===== src/rtl/maint_range_pkg.sv =====
package maint_range_pkg;
    typedef enum logic [1:0] {
        OP_LINE_CI     = 2'd0,
        OP_RANGE_INV   = 2'd1,
        OP_RANGE_CLEAN = 2'd2
    } maint_op_e;

    typedef enum logic [2:0] {
        S_IDLE    = 3'd0,
        S_HEAD    = 3'd1,
        S_TAIL    = 3'd2,
        S_RANGE_A = 3'd3,
        S_RANGE_B = 3'd4,
        S_DONE    = 3'd5
    } seq_state_e;
endpackage


===== src/rtl/maint_edge_align.sv =====
module maint_edge_align #(
    parameter int ADDR_W     = 32,
    parameter int LINE_BYTES = 32
) (
    input  logic              inv_mode,
    input  logic [ADDR_W-1:0] start_addr,
    input  logic [ADDR_W-1:0] end_addr,
    output logic              head_need,
    output logic              tail_need,
    output logic [ADDR_W-1:0] head_line,
    output logic [ADDR_W-1:0] tail_line,
    output logic [ADDR_W-1:0] cur_init,
    output logic [ADDR_W-1:0] lim_init
);
    localparam int LINE_SH = $clog2(LINE_BYTES);
    localparam logic [ADDR_W-1:0] LINE_MASK = ADDR_W'(LINE_BYTES - 1);

    logic start_part, end_part;

    always_comb begin
        start_part = |start_addr[LINE_SH-1:0];
        end_part   = |end_addr[LINE_SH-1:0];
        head_line  = start_addr & ~LINE_MASK;
        tail_line  = end_addr & ~LINE_MASK;
        head_need  = inv_mode && start_part;
        if (inv_mode) begin
            cur_init  = start_part ? head_line + ADDR_W'(LINE_BYTES) : start_addr;
            lim_init  = tail_line;
            tail_need = end_part && (cur_init < end_addr);
        end else begin
            cur_init  = head_line;
            lim_init  = end_part ? tail_line + ADDR_W'(LINE_BYTES) : end_addr;
            tail_need = 1'b0;
        end
    end
endmodule


===== src/rtl/maint_chunk_limit.sv =====
module maint_chunk_limit #(
    parameter int ADDR_W      = 32,
    parameter int CHUNK_BYTES = 1024,
    parameter int PAGE_BYTES  = 4096
) (
    input  logic [ADDR_W-1:0] cur,
    input  logic [ADDR_W-1:0] lim,
    output logic [ADDR_W-1:0] chunk_end
);
    localparam int PAGE_SH = $clog2(PAGE_BYTES);
    localparam int EXT_W   = ADDR_W + 1;

    logic [EXT_W-1:0] by_size, by_page, ext_lim, pick;

    always_comb begin
        by_size = {1'b0, cur} + EXT_W'(CHUNK_BYTES);
        by_page = ({1'b0, cur} >> PAGE_SH) + EXT_W'(1);
        by_page = by_page << PAGE_SH;
        ext_lim = {1'b0, lim};
        pick    = (by_size < by_page) ? by_size : by_page;
        if (ext_lim < pick) pick = ext_lim;
        chunk_end = pick[ADDR_W-1:0];
    end
endmodule


===== src/rtl/maint_range_seq.sv =====
module maint_range_seq
    import maint_range_pkg::*;
#(
    parameter int ADDR_W      = 32,
    parameter int LINE_BYTES  = 32,
    parameter int CHUNK_BYTES = 1024,
    parameter int PAGE_BYTES  = 4096
) (
    input  logic              clk,
    input  logic              rst_n,
    input  logic              go,
    input  logic [1:0]        mode,
    input  logic              wt_override,
    input  logic [ADDR_W-1:0] start_addr,
    input  logic [ADDR_W-1:0] end_addr,
    output logic              cmd_valid,
    input  logic              cmd_ready,
    output logic [1:0]        cmd_op,
    output logic [ADDR_W-1:0] cmd_start,
    output logic [ADDR_W-1:0] cmd_end,
    output logic              done
);
    localparam int LINE_SH = $clog2(LINE_BYTES);
    localparam int PAGE_SH = $clog2(PAGE_BYTES);

    seq_state_e        st, st_n;
    logic [ADDR_W-1:0] cur, cur_n, lim, head_q, tail_q, chunk_end;
    logic              inv_q, flush_q, tail_need_q, take;
    logic              req_inv, req_clean;
    logic              a_head, a_tail;
    logic [ADDR_W-1:0] a_head_line, a_tail_line, a_cur, a_lim;

    assign req_inv   = (mode == 2'd0);
    assign req_clean = (mode == 2'd1);
    assign take      = cmd_valid && cmd_ready;

    maint_edge_align #(.ADDR_W(ADDR_W), .LINE_BYTES(LINE_BYTES)) u_align (
        .inv_mode(req_inv), .start_addr(start_addr), .end_addr(end_addr),
        .head_need(a_head), .tail_need(a_tail),
        .head_line(a_head_line), .tail_line(a_tail_line),
        .cur_init(a_cur), .lim_init(a_lim)
    );

    maint_chunk_limit #(.ADDR_W(ADDR_W), .CHUNK_BYTES(CHUNK_BYTES),
                        .PAGE_BYTES(PAGE_BYTES)) u_chunk (
        .cur(cur), .lim(lim), .chunk_end(chunk_end)
    );

    // next state
    always_comb begin
        st_n  = st;
        cur_n = cur;
        unique case (st)
            S_IDLE: if (go) begin
                cur_n = a_cur;
                if (req_clean && wt_override) st_n = S_DONE;
                else if (a_head)              st_n = S_HEAD;
                else if (a_tail)              st_n = S_TAIL;
                else if (a_cur < a_lim)       st_n = S_RANGE_A;
                else                          st_n = S_DONE;
            end
            S_HEAD: if (take) begin
                if (tail_need_q)    st_n = S_TAIL;
                else if (cur < lim) st_n = S_RANGE_A;
                else                st_n = S_DONE;
            end
            S_TAIL: if (take) st_n = (cur < lim) ? S_RANGE_A : S_DONE;
            S_RANGE_A: if (take) begin
                if (flush_q) st_n = S_RANGE_B;
                else begin
                    cur_n = chunk_end;
                    st_n  = (chunk_end < lim) ? S_RANGE_A : S_DONE;
                end
            end
            S_RANGE_B: if (take) begin
                cur_n = chunk_end;
                st_n  = (chunk_end < lim) ? S_RANGE_A : S_DONE;
            end
            S_DONE:  st_n = S_IDLE;
            default: st_n = S_IDLE;
        endcase
    end

    // state register
    always_ff @(posedge clk) begin
        if (!rst_n) begin
            st          <= S_IDLE;
            cur         <= '0;
            lim         <= '0;
            head_q      <= '0;
            tail_q      <= '0;
            inv_q       <= 1'b0;
            flush_q     <= 1'b0;
            tail_need_q <= 1'b0;
        end else begin
            st  <= st_n;
            cur <= cur_n;
            if (st == S_IDLE && go) begin
                lim         <= a_lim;
                head_q      <= a_head_line;
                tail_q      <= a_tail_line;
                inv_q       <= req_inv;
                flush_q     <= mode[1];
                tail_need_q <= a_tail;
            end
        end
    end

    // outputs
    always_comb begin
        cmd_valid = 1'b0;
        cmd_op    = OP_LINE_CI;
        cmd_start = cur;
        cmd_end   = chunk_end - ADDR_W'(LINE_BYTES);
        done      = (st == S_DONE);
        unique case (st)
            S_HEAD: begin
                cmd_valid = 1'b1;
                cmd_start = head_q;
                cmd_end   = head_q;
            end
            S_TAIL: begin
                cmd_valid = 1'b1;
                cmd_start = tail_q;
                cmd_end   = tail_q;
            end
            S_RANGE_A: begin
                cmd_valid = 1'b1;
                cmd_op    = inv_q ? OP_RANGE_INV : OP_RANGE_CLEAN;
            end
            S_RANGE_B: begin
                cmd_valid = 1'b1;
                cmd_op    = OP_RANGE_INV;
            end
            default: cmd_valid = 1'b0;
        endcase
    end


    hold_chk: assert property (@(posedge clk) disable iff (!rst_n)
        cmd_valid && !cmd_ready |=> cmd_valid && $stable(cmd_op)
            && $stable(cmd_start) && $stable(cmd_end));

    line_align_chk: assert property (@(posedge clk) disable iff (!rst_n)
        cmd_valid |-> (cmd_start[LINE_SH-1:0] == '0) && (cmd_end[LINE_SH-1:0] == '0));

    chunk_size_chk: assert property (@(posedge clk) disable iff (!rst_n)
        cmd_valid |-> (cmd_end - cmd_start) < ADDR_W'(CHUNK_BYTES));

    page_cross_chk: assert property (@(posedge clk) disable iff (!rst_n)
        cmd_valid |-> cmd_start[ADDR_W-1:PAGE_SH] == cmd_end[ADDR_W-1:PAGE_SH]);

    done_pulse_chk: assert property (@(posedge clk) disable iff (!rst_n)
        done |=> !done);

    done_excl_chk: assert property (@(posedge clk) disable iff (!rst_n)
        done |-> !cmd_valid);
endmodule


===== config.mk =====
export PLATFORM = sky130hd
export DESIGN_NAME = maint_range_seq
export DESIGN_NICKNAME = d
export VERILOG_FILES = /design/src/rtl/maint_range_pkg.sv /design/src/rtl/maint_edge_align.sv /design/src/rtl/maint_chunk_limit.sv /design/src/rtl/maint_range_seq.sv
export SDC_FILE = /design/constraint.sdc
export NUM_CORES = 1
export LEC_CHECK = 0
export BUFFER_PORTS_ARGS = -buffer_cell sky130_fd_sc_hd__buf_2
export CORE_AREA = 2 2 165 167
export DETAILED_ROUTE_END_ITERATION = 12
export DIE_AREA = 0 0 167 169
export GPL_TIMING_DRIVEN = 0
export MAX_ROUTING_LAYER = met4
export PLACE_DENSITY = 0.78
export SLEW_MARGIN = 20
export SYNTH_ARGS = -nofsm -noshare
export SYNTH_HDL_FRONTEND = slang
export SYNTH_HIERARCHICAL = 1
export SYNTH_SLANG_ARGS = --single-unit

===== constraint.sdc =====
create_clock -name clk -period 12.53 [get_ports clk]
set_input_delay 0.6265 -clock clk [delete_from_list [all_inputs] [get_ports clk]]
set_output_delay 0.6265 -clock clk [all_outputs]
set_load 0.01 [all_outputs]

==> impl_metrics.csv, run 1 <==
group,metric,value,unit
synthesis,synth_seq_area_share,0.187,
synthesis,synth_seq_cells,134,
grt,grt_pass1_wl,73200,um
synthesis,synthDistinctLibCells,84,
grt,grt_pass1_vias,13700,
clock_network,cts_made_buffers,17,
worst_setup_path,crit_required,11900,ps
detailed_routing,top_layer,"met4",
synthesis,synthesis.area,14300,um2
worst_setup_path,path_buf_inv,5,
sta,tightest_slew,1040,ps
status,status,"completed",
sta,hold_viol,0,
finish,diodes,0,
worst_setup_path,slowest_stage,"nor4_1",
synthesis,yosysTopAreaCellShare,0.187,
synthesis,avgSynthCellArea,7.42,um2
die,pin_count,139,
synthesis,synth_edf_count,0,
flow_run,maxCapViolations,0,
detailed_routing,wirelength,47500,um
sta,layout_min_cycle_time,10870,ps
detailed_routing,wl_met2,21000,um
worst_setup_path,reg2reg_setup_slack,2920,ps
synthesis,synthTopCellsByArea,"dfxtp_1, ha_1, nand2_1, xnor2_1, a21boi_0",
die,die_width,167,um
power,ir_worst_vdd,0.000179,V
worst_setup_path,end_kind,"output pin",
clock_network,clock-root-buffer,"clkbuf_16",
detailed_routing,drtIter0Drc,1471,
worst_setup_path,critPathArrivalTime,10250,ps
clock_network,holdBufCountCts,0,
clock_network,clk_latency,430,ps
sta,slew_headroom,0.297,
placed_design,gp_congestion,1.02,
finish,drive_gt1_frac,0.139,
worst_setup_path,worstSetupPathType,"reg -> out",
clock_network,h-tree-depth,4,
detailed_routing,vias_per_cell,5.87,
die,die_h,169,um
die,fp-row-count,60,
grt,grt_max_degree,17,
finish,layout.nets,2354,
sta,fmax,92.0,MHz
power,power.leakage,7.58,nW
placed_design,dpl.hpwl,39300,um
detailed_routing,met1_length,20200,um
clock_network,clk_path_buf_depth,2,
clock_network,clk_pin_slew_worst_paths,70,ps
detailed_routing,drtAntennaViolNets,0,
synthesis,yosysWarnings,6,
sta,skew,19.0,ps
grt,track_usage,0.338,
sta,whs,464,ps
sta,setup_tns,0,ps
clock_network,postCtsSetupBuffers,0,
detailed_routing,dr_wl_met3,3770,um
clock_network,cts.sinks,134,
min_path,min_path_type,"reg -> reg",
worst_setup_path,start_kind,"flip-flop",
placed_design,port_buffers,132,
sta,rsz0062_at_grt,"false",
power,pwr_density_cell,289,nW/um2
die,start_util,0.541,
clock_network,cts.repair.resized,0,
detailed_routing,routedWlPerCell,19.3,um
die,core_area,26500,um2
die,die-area,28200,um2
worst_setup_path,cpPeakStageDelay,810,ps
sta,final_max_slew_viol_count,0,
grt,grt_antenna_before_repair,0,
synthesis,ys.flop_type,"dfxtp_1",
synthesis,syn-instance-count,1933,
synthesis,synth_top_cell_by_area,"dfxtp_1",
sta,finalSetupViolCount,0,
worst_setup_path,crit_fanout,11,
synthesis,ys_async_sr_fraction,0,
grt,grt_overflow,0,
worst_setup_path,crit_family,"simple AND/OR/NAND/NOR gates",
finish,areaGrowthSynthToFinish,12.5,%
detailed_routing,vias,14400,
detailed_routing,first_pass_iters,6,
clock_network,cts_tree,"built",
detailed_routing,drc,0,
sta,fin_crit_sh,0.868,
-- metal layers --
| layer | vias up | track usage |
|---|---|---|
| met5 | - | - |
| met4 | 0 | 0.164 |
| met3 | 133 | 0.0388 |
| met2 | 659 | 0.533 |
| met1 | 6715 | 0.432 |
| li1 | 6938 | - |
-- state kept, by name, indices dropped and copies added, names as in the netlist --
register / count
tail_q: 32
st: 3
cur: 32
flush_q: 1
lim: 32
inv_q: 1
tail_need_q: 1
head_q: 32
-- final cells by class --
class	count	area, um2
clock buffer	17	425
sequential	134	2680
tap	341	427
timing repair buffer	132	661
buffer	167	963
inverter	157	589
multi-input combinational	1498	10200
clock inverter	14	188
fill	2433	10400
-- synth_stat cells (all sizes together) (12+ instances only) --
cell and count:
a22oi 32, ha 176, xor2 36, nand2b 12, buf 105, nor2 75, and3 12, nand3 53
inv 156, xnor2 99, a21boi 104, nor4 18, dfxtp 134, nand4 56, o21ai 66, clkbuf 62
nand2 416, a211oi 14, nor3 24, mux2i 65, a21oi 65, o211a 33
-- power by group --
group	leakage [nW]	internal [mW]	switching [mW]
clock network	0.302	0.319	0.212
registers	1.10	0.551	0.182
logic	6.18	1.31	2.09
total	7.58	2.18	2.49
-- kinds of logic (layout without fill, tap and decap cells) --
kind of cell,Yosys count,count (layout),synth area share
AOI/OAI and AO/OA,380,380,0.187
xor gates and xnor gates,135,135,0.0824
adders and majority gates,176,176,0.154
buffers and inverters,324,487,0.108
DFF,134,134,0.187
muxes,71,71,0.0501
other,1,24,0.000261
and+or+nand+nor,712,712,0.232
-- cell usage in the layout (no fill, tap or decap), types with 17 or more instances in the layout --
cell / netlist / layout
inv_1: 156 / 156
conb_1: 1 / 24
nand4_1: 53 / 53
o21ai_0: 61 / 61
nand2_1: 416 / 416
o211a_1: 33 / 33
dfxtp_1: 134 / 134
mux2i_1: 65 / 65
xnor2_1: 99 / 99
xor2_1: 36 / 36
a21oi_1: 65 / 65
clkbuf_16: 0 / 17
nor2_1: 75 / 75
buf_2: 17 / 149
nor3_1: 21 / 20
ha_1: 176 / 176
buf_4: 78 / 78
a21boi_0: 102 / 102
nand3_1: 50 / 50
clkbuf_1: 62 / 62
a22oi_1: 32 / 32
-- worst min-delay path: stages (launching register included) --
cell	delay, ps
dfxtp_1	310
nand2_1	50
a21boi_0	60
-- worst paths after layout --
| kind | cells after the start | end | from |
|---|---|---|---|
| setup / recovery | 32 | cmd_end[27] | cur[12] |
| hold / removal | 2 | tail_q[23] | tail_q[23] |
| setup reg to reg | 31 | st[1] | cur[12] |
| hold reg to reg | 2 | tail_q[23] | tail_q[23] |
-- through the flow --
stage	std cells	power [mW]	area (um2)	util	setup slack (ps)
after global placement	2429	3.98	15500	0.586	2290
after detailed placement	2429	4.05	15500	0.586	2240
after CTS	2460	4.59	16100	0.609	1770
after global routing	2460	5.01	16100	0.609	1190
after floorplan	1956	2.99	14400	-	4260
final	2460	4.67	16100	0.609	1660
Note: power is estimated with default switching activity, not from simulation.
==> inputs of run 2 (changes only) <==
==> constraint.sdc (replaced) <==
create_clock -name clk -period 10.4 [get_ports clk]
set_input_delay 0.52 -clock clk [delete_from_list [all_inputs] [get_ports clk]]
set_output_delay 0.52 -clock clk [all_outputs]
set_load 0.01 [all_outputs]
==> run 2 against run 1 <==
- final cell count unchanged
- cell area increased by 0.21%
- non-clock buffer count did not move
- via count about the same
- clock power increased by 21%
- die area unchanged
- power is 21% higher
- register-to-register slack got worse by 1600 ps
- combinational power up 21%
- sequential power is 21% higher
- critical path type unchanged
- critical endpoint is now cmd_end[26]
- largest cell class unchanged
==> impl_metrics.csv, run 2 (synthesized netlist as in run 1, its figures left out) <==
group,metric,value,unit
status,status,"completed",
sta,finalSetupViolCount,0,
clock_network,cts_tree,"built",
power,internal_power,2.64,mW
grt,grt_max_degree,17,
power,power.leakage,7.58,nW
clock_network,clk_pin_slew_worst_paths,70,ps
worst_setup_path,start_kind,"flip-flop",
worst_setup_path,reg2reg_setup_slack,1300,ps
worst_setup_path,crit_family,"simple AND/OR/NAND/NOR gates",
grt,grt_pass1_wl,73200,um
finish,areaGrowthSynthToFinish,12.8,%
clock_network,postCtsSetupBuffers,0,
detailed_routing,drtAntennaViolNets,0,
detailed_routing,wirelength,47400,um
power,clkPwrFrac,0.113,
sta,timing.final.ws_setup,412,ps
sta,setup_tns,0,ps
placed_design,port_buffers,132,
detailed_routing,first_pass_iters,8,
worst_setup_path,slowest_stage,"or4_4",
min_path,whs_path_depth,3,
grt,grt_pass1_vias,13700,
sta,skew,18.6,ps
min_path,min_path_type,"in -> reg",
worst_setup_path,end_kind,"output pin",
worst_setup_path,cp_common_cell,"buf_2",
clock_network,h-tree-depth,4,
worst_setup_path,cpPeakStageDelay,590,ps
sta,layout_min_cycle_time,9990,ps
grt,grt_antenna_before_repair,0,
finish,fillers,2426,
sta,hold_viol,0,
die,core_area,26500,um2
power,switching_share,0.533,
clock_network,clk_path_buf_depth,2,
power,power_frac_comb,0.730,
finish,drive_gt1_frac,0.142,
placed_design,dpl_cell_area,15500,um2
placed_design,dpl.hpwl,39300,um
detailed_routing,drc,0,
sta,fin_crit_sh,0.960,
power,pwr_density_cell,349,nW/um2
placed_design,dp.cells,2429,
power,fin_total_pwr,5.65,mW
placed_design,gp_congestion,1.02,
worst_setup_path,reg2reg_depth,33,
sta,final_max_slew_viol_count,0,
placed_design,dp_slack,214,ps
clock_network,holdBufCountCts,0,
worst_setup_path,crit_fanout,10,
finish,layout.nets,2354,
die,start_util,0.541,
die,die-area,28200,um2
clock_network,clock-root-buffer,"clkbuf_16",
detailed_routing,vias,14500,
finish,mostFrequentLayoutCell,"nand2_1",
die,fp-row-count,60,
worst_setup_path,crit_required,9880,ps
finish,diodes,0,
finish,final_area,16200,um2
sta,slew_headroom,0.337,
die,die_width,167,um
grt,track_usage,0.338,
power,p_switching,3.01,mW
die,die_h,169,um
clock_network,cts.repair.resized,1,
flow_run,maxCapViolations,0,
finish,most-common-layout-cells,"nand2_1, ha_1, inv_1",
power,p_seq_frac,0.156,
worst_setup_path,worstSetupPathType,"reg -> out",
detailed_routing,routedWlPerCell,19.3,um
finish,fin_cells,2460,
clock_network,cts_made_buffers,17,
worst_setup_path,path_buf_inv,7,
grt,grt_overflow,0,
clock_network,clk_latency,430,ps
sta,rsz0062_at_grt,"false",
clock_network,cts.sinks,134,
detailed_routing,drtIter0Drc,1491,
worst_setup_path,cp.depth,35,
detailed_routing,vias_per_cell,5.88,
power,ir_worst_vdd,0.000215,V
sta,tightest_slew,981,ps
worst_setup_path,critPathArrivalTime,9470,ps
sta,fmax,100,MHz
die,pin_count,139,
==> run 2: worst reg2reg max path: cells and delay by family (launching register included) <==
family,cells,cell delay [ps]
flops,1,400
compound gates,8,2360
fa+ha+maj,3,770
mux,2,1130
buf+inv,5,940
xor+xnor,1,180
simple gates,14,3230
==> run 2: per-stage QoR <==
stage | hold WS (ps) | utilization
4_1_cts | 354 | 0.609
3_5_place_dp | 458 | 0.586
2_1_floorplan | 443 | -
5_1_grt | 374 | 0.610
3_3_place_gp | 450 | 0.586
6_report | 358 | 0.610
==> run 2: cell type report <==
| type | instances | area (um2) | area share |
|---|---|---|---|
| clock inverters | 14 | 188 | 0.0116 |
| repair buffers | 132 | 661 | 0.0408 |
| well taps | 341 | 427 | 0.0264 |
| plain buffers | 167 | 966 | 0.0597 |
| flip-flops and latches | 134 | 2690 | 0.166 |
| multi-input cells | 1498 | 10200 | 0.633 |
| clock buffers | 17 | 425 | 0.0263 |
| inverters | 157 | 589 | 0.0364 |
==> run 2: final timing paths <==
path                       start     endpoint
hold reg to reg       tail_q[23]   tail_q[23]
hold / removal    start_addr[25]   head_q[25]
setup reg to reg         cur[14]        st[1]
setup / recovery         cur[14]  cmd_end[26]
==> run 2: layer usage <==
metal  vias to the layer above  wire, um  part of all wire  global-route usage
li1                       6944         -                 -                   -
met5                         -         0                 0                   -
met4                         0      2490             0.053               0.168
met3                       123      3970             0.084              0.0386
met1                      6714     20000              0.42               0.433
met2                       675     20900              0.44               0.531
==> run 2: power by group through the flow <==
stage               clock network (mW)  registers, mW  logic, mW
global route                     0.663          0.896       4.51
finish                           0.640          0.884       4.13
detailed placement                   0          0.878       4.00
global placement                     0          0.872       3.92
floorplan                            0          0.790       2.82
CTS                              0.641          0.868       4.03
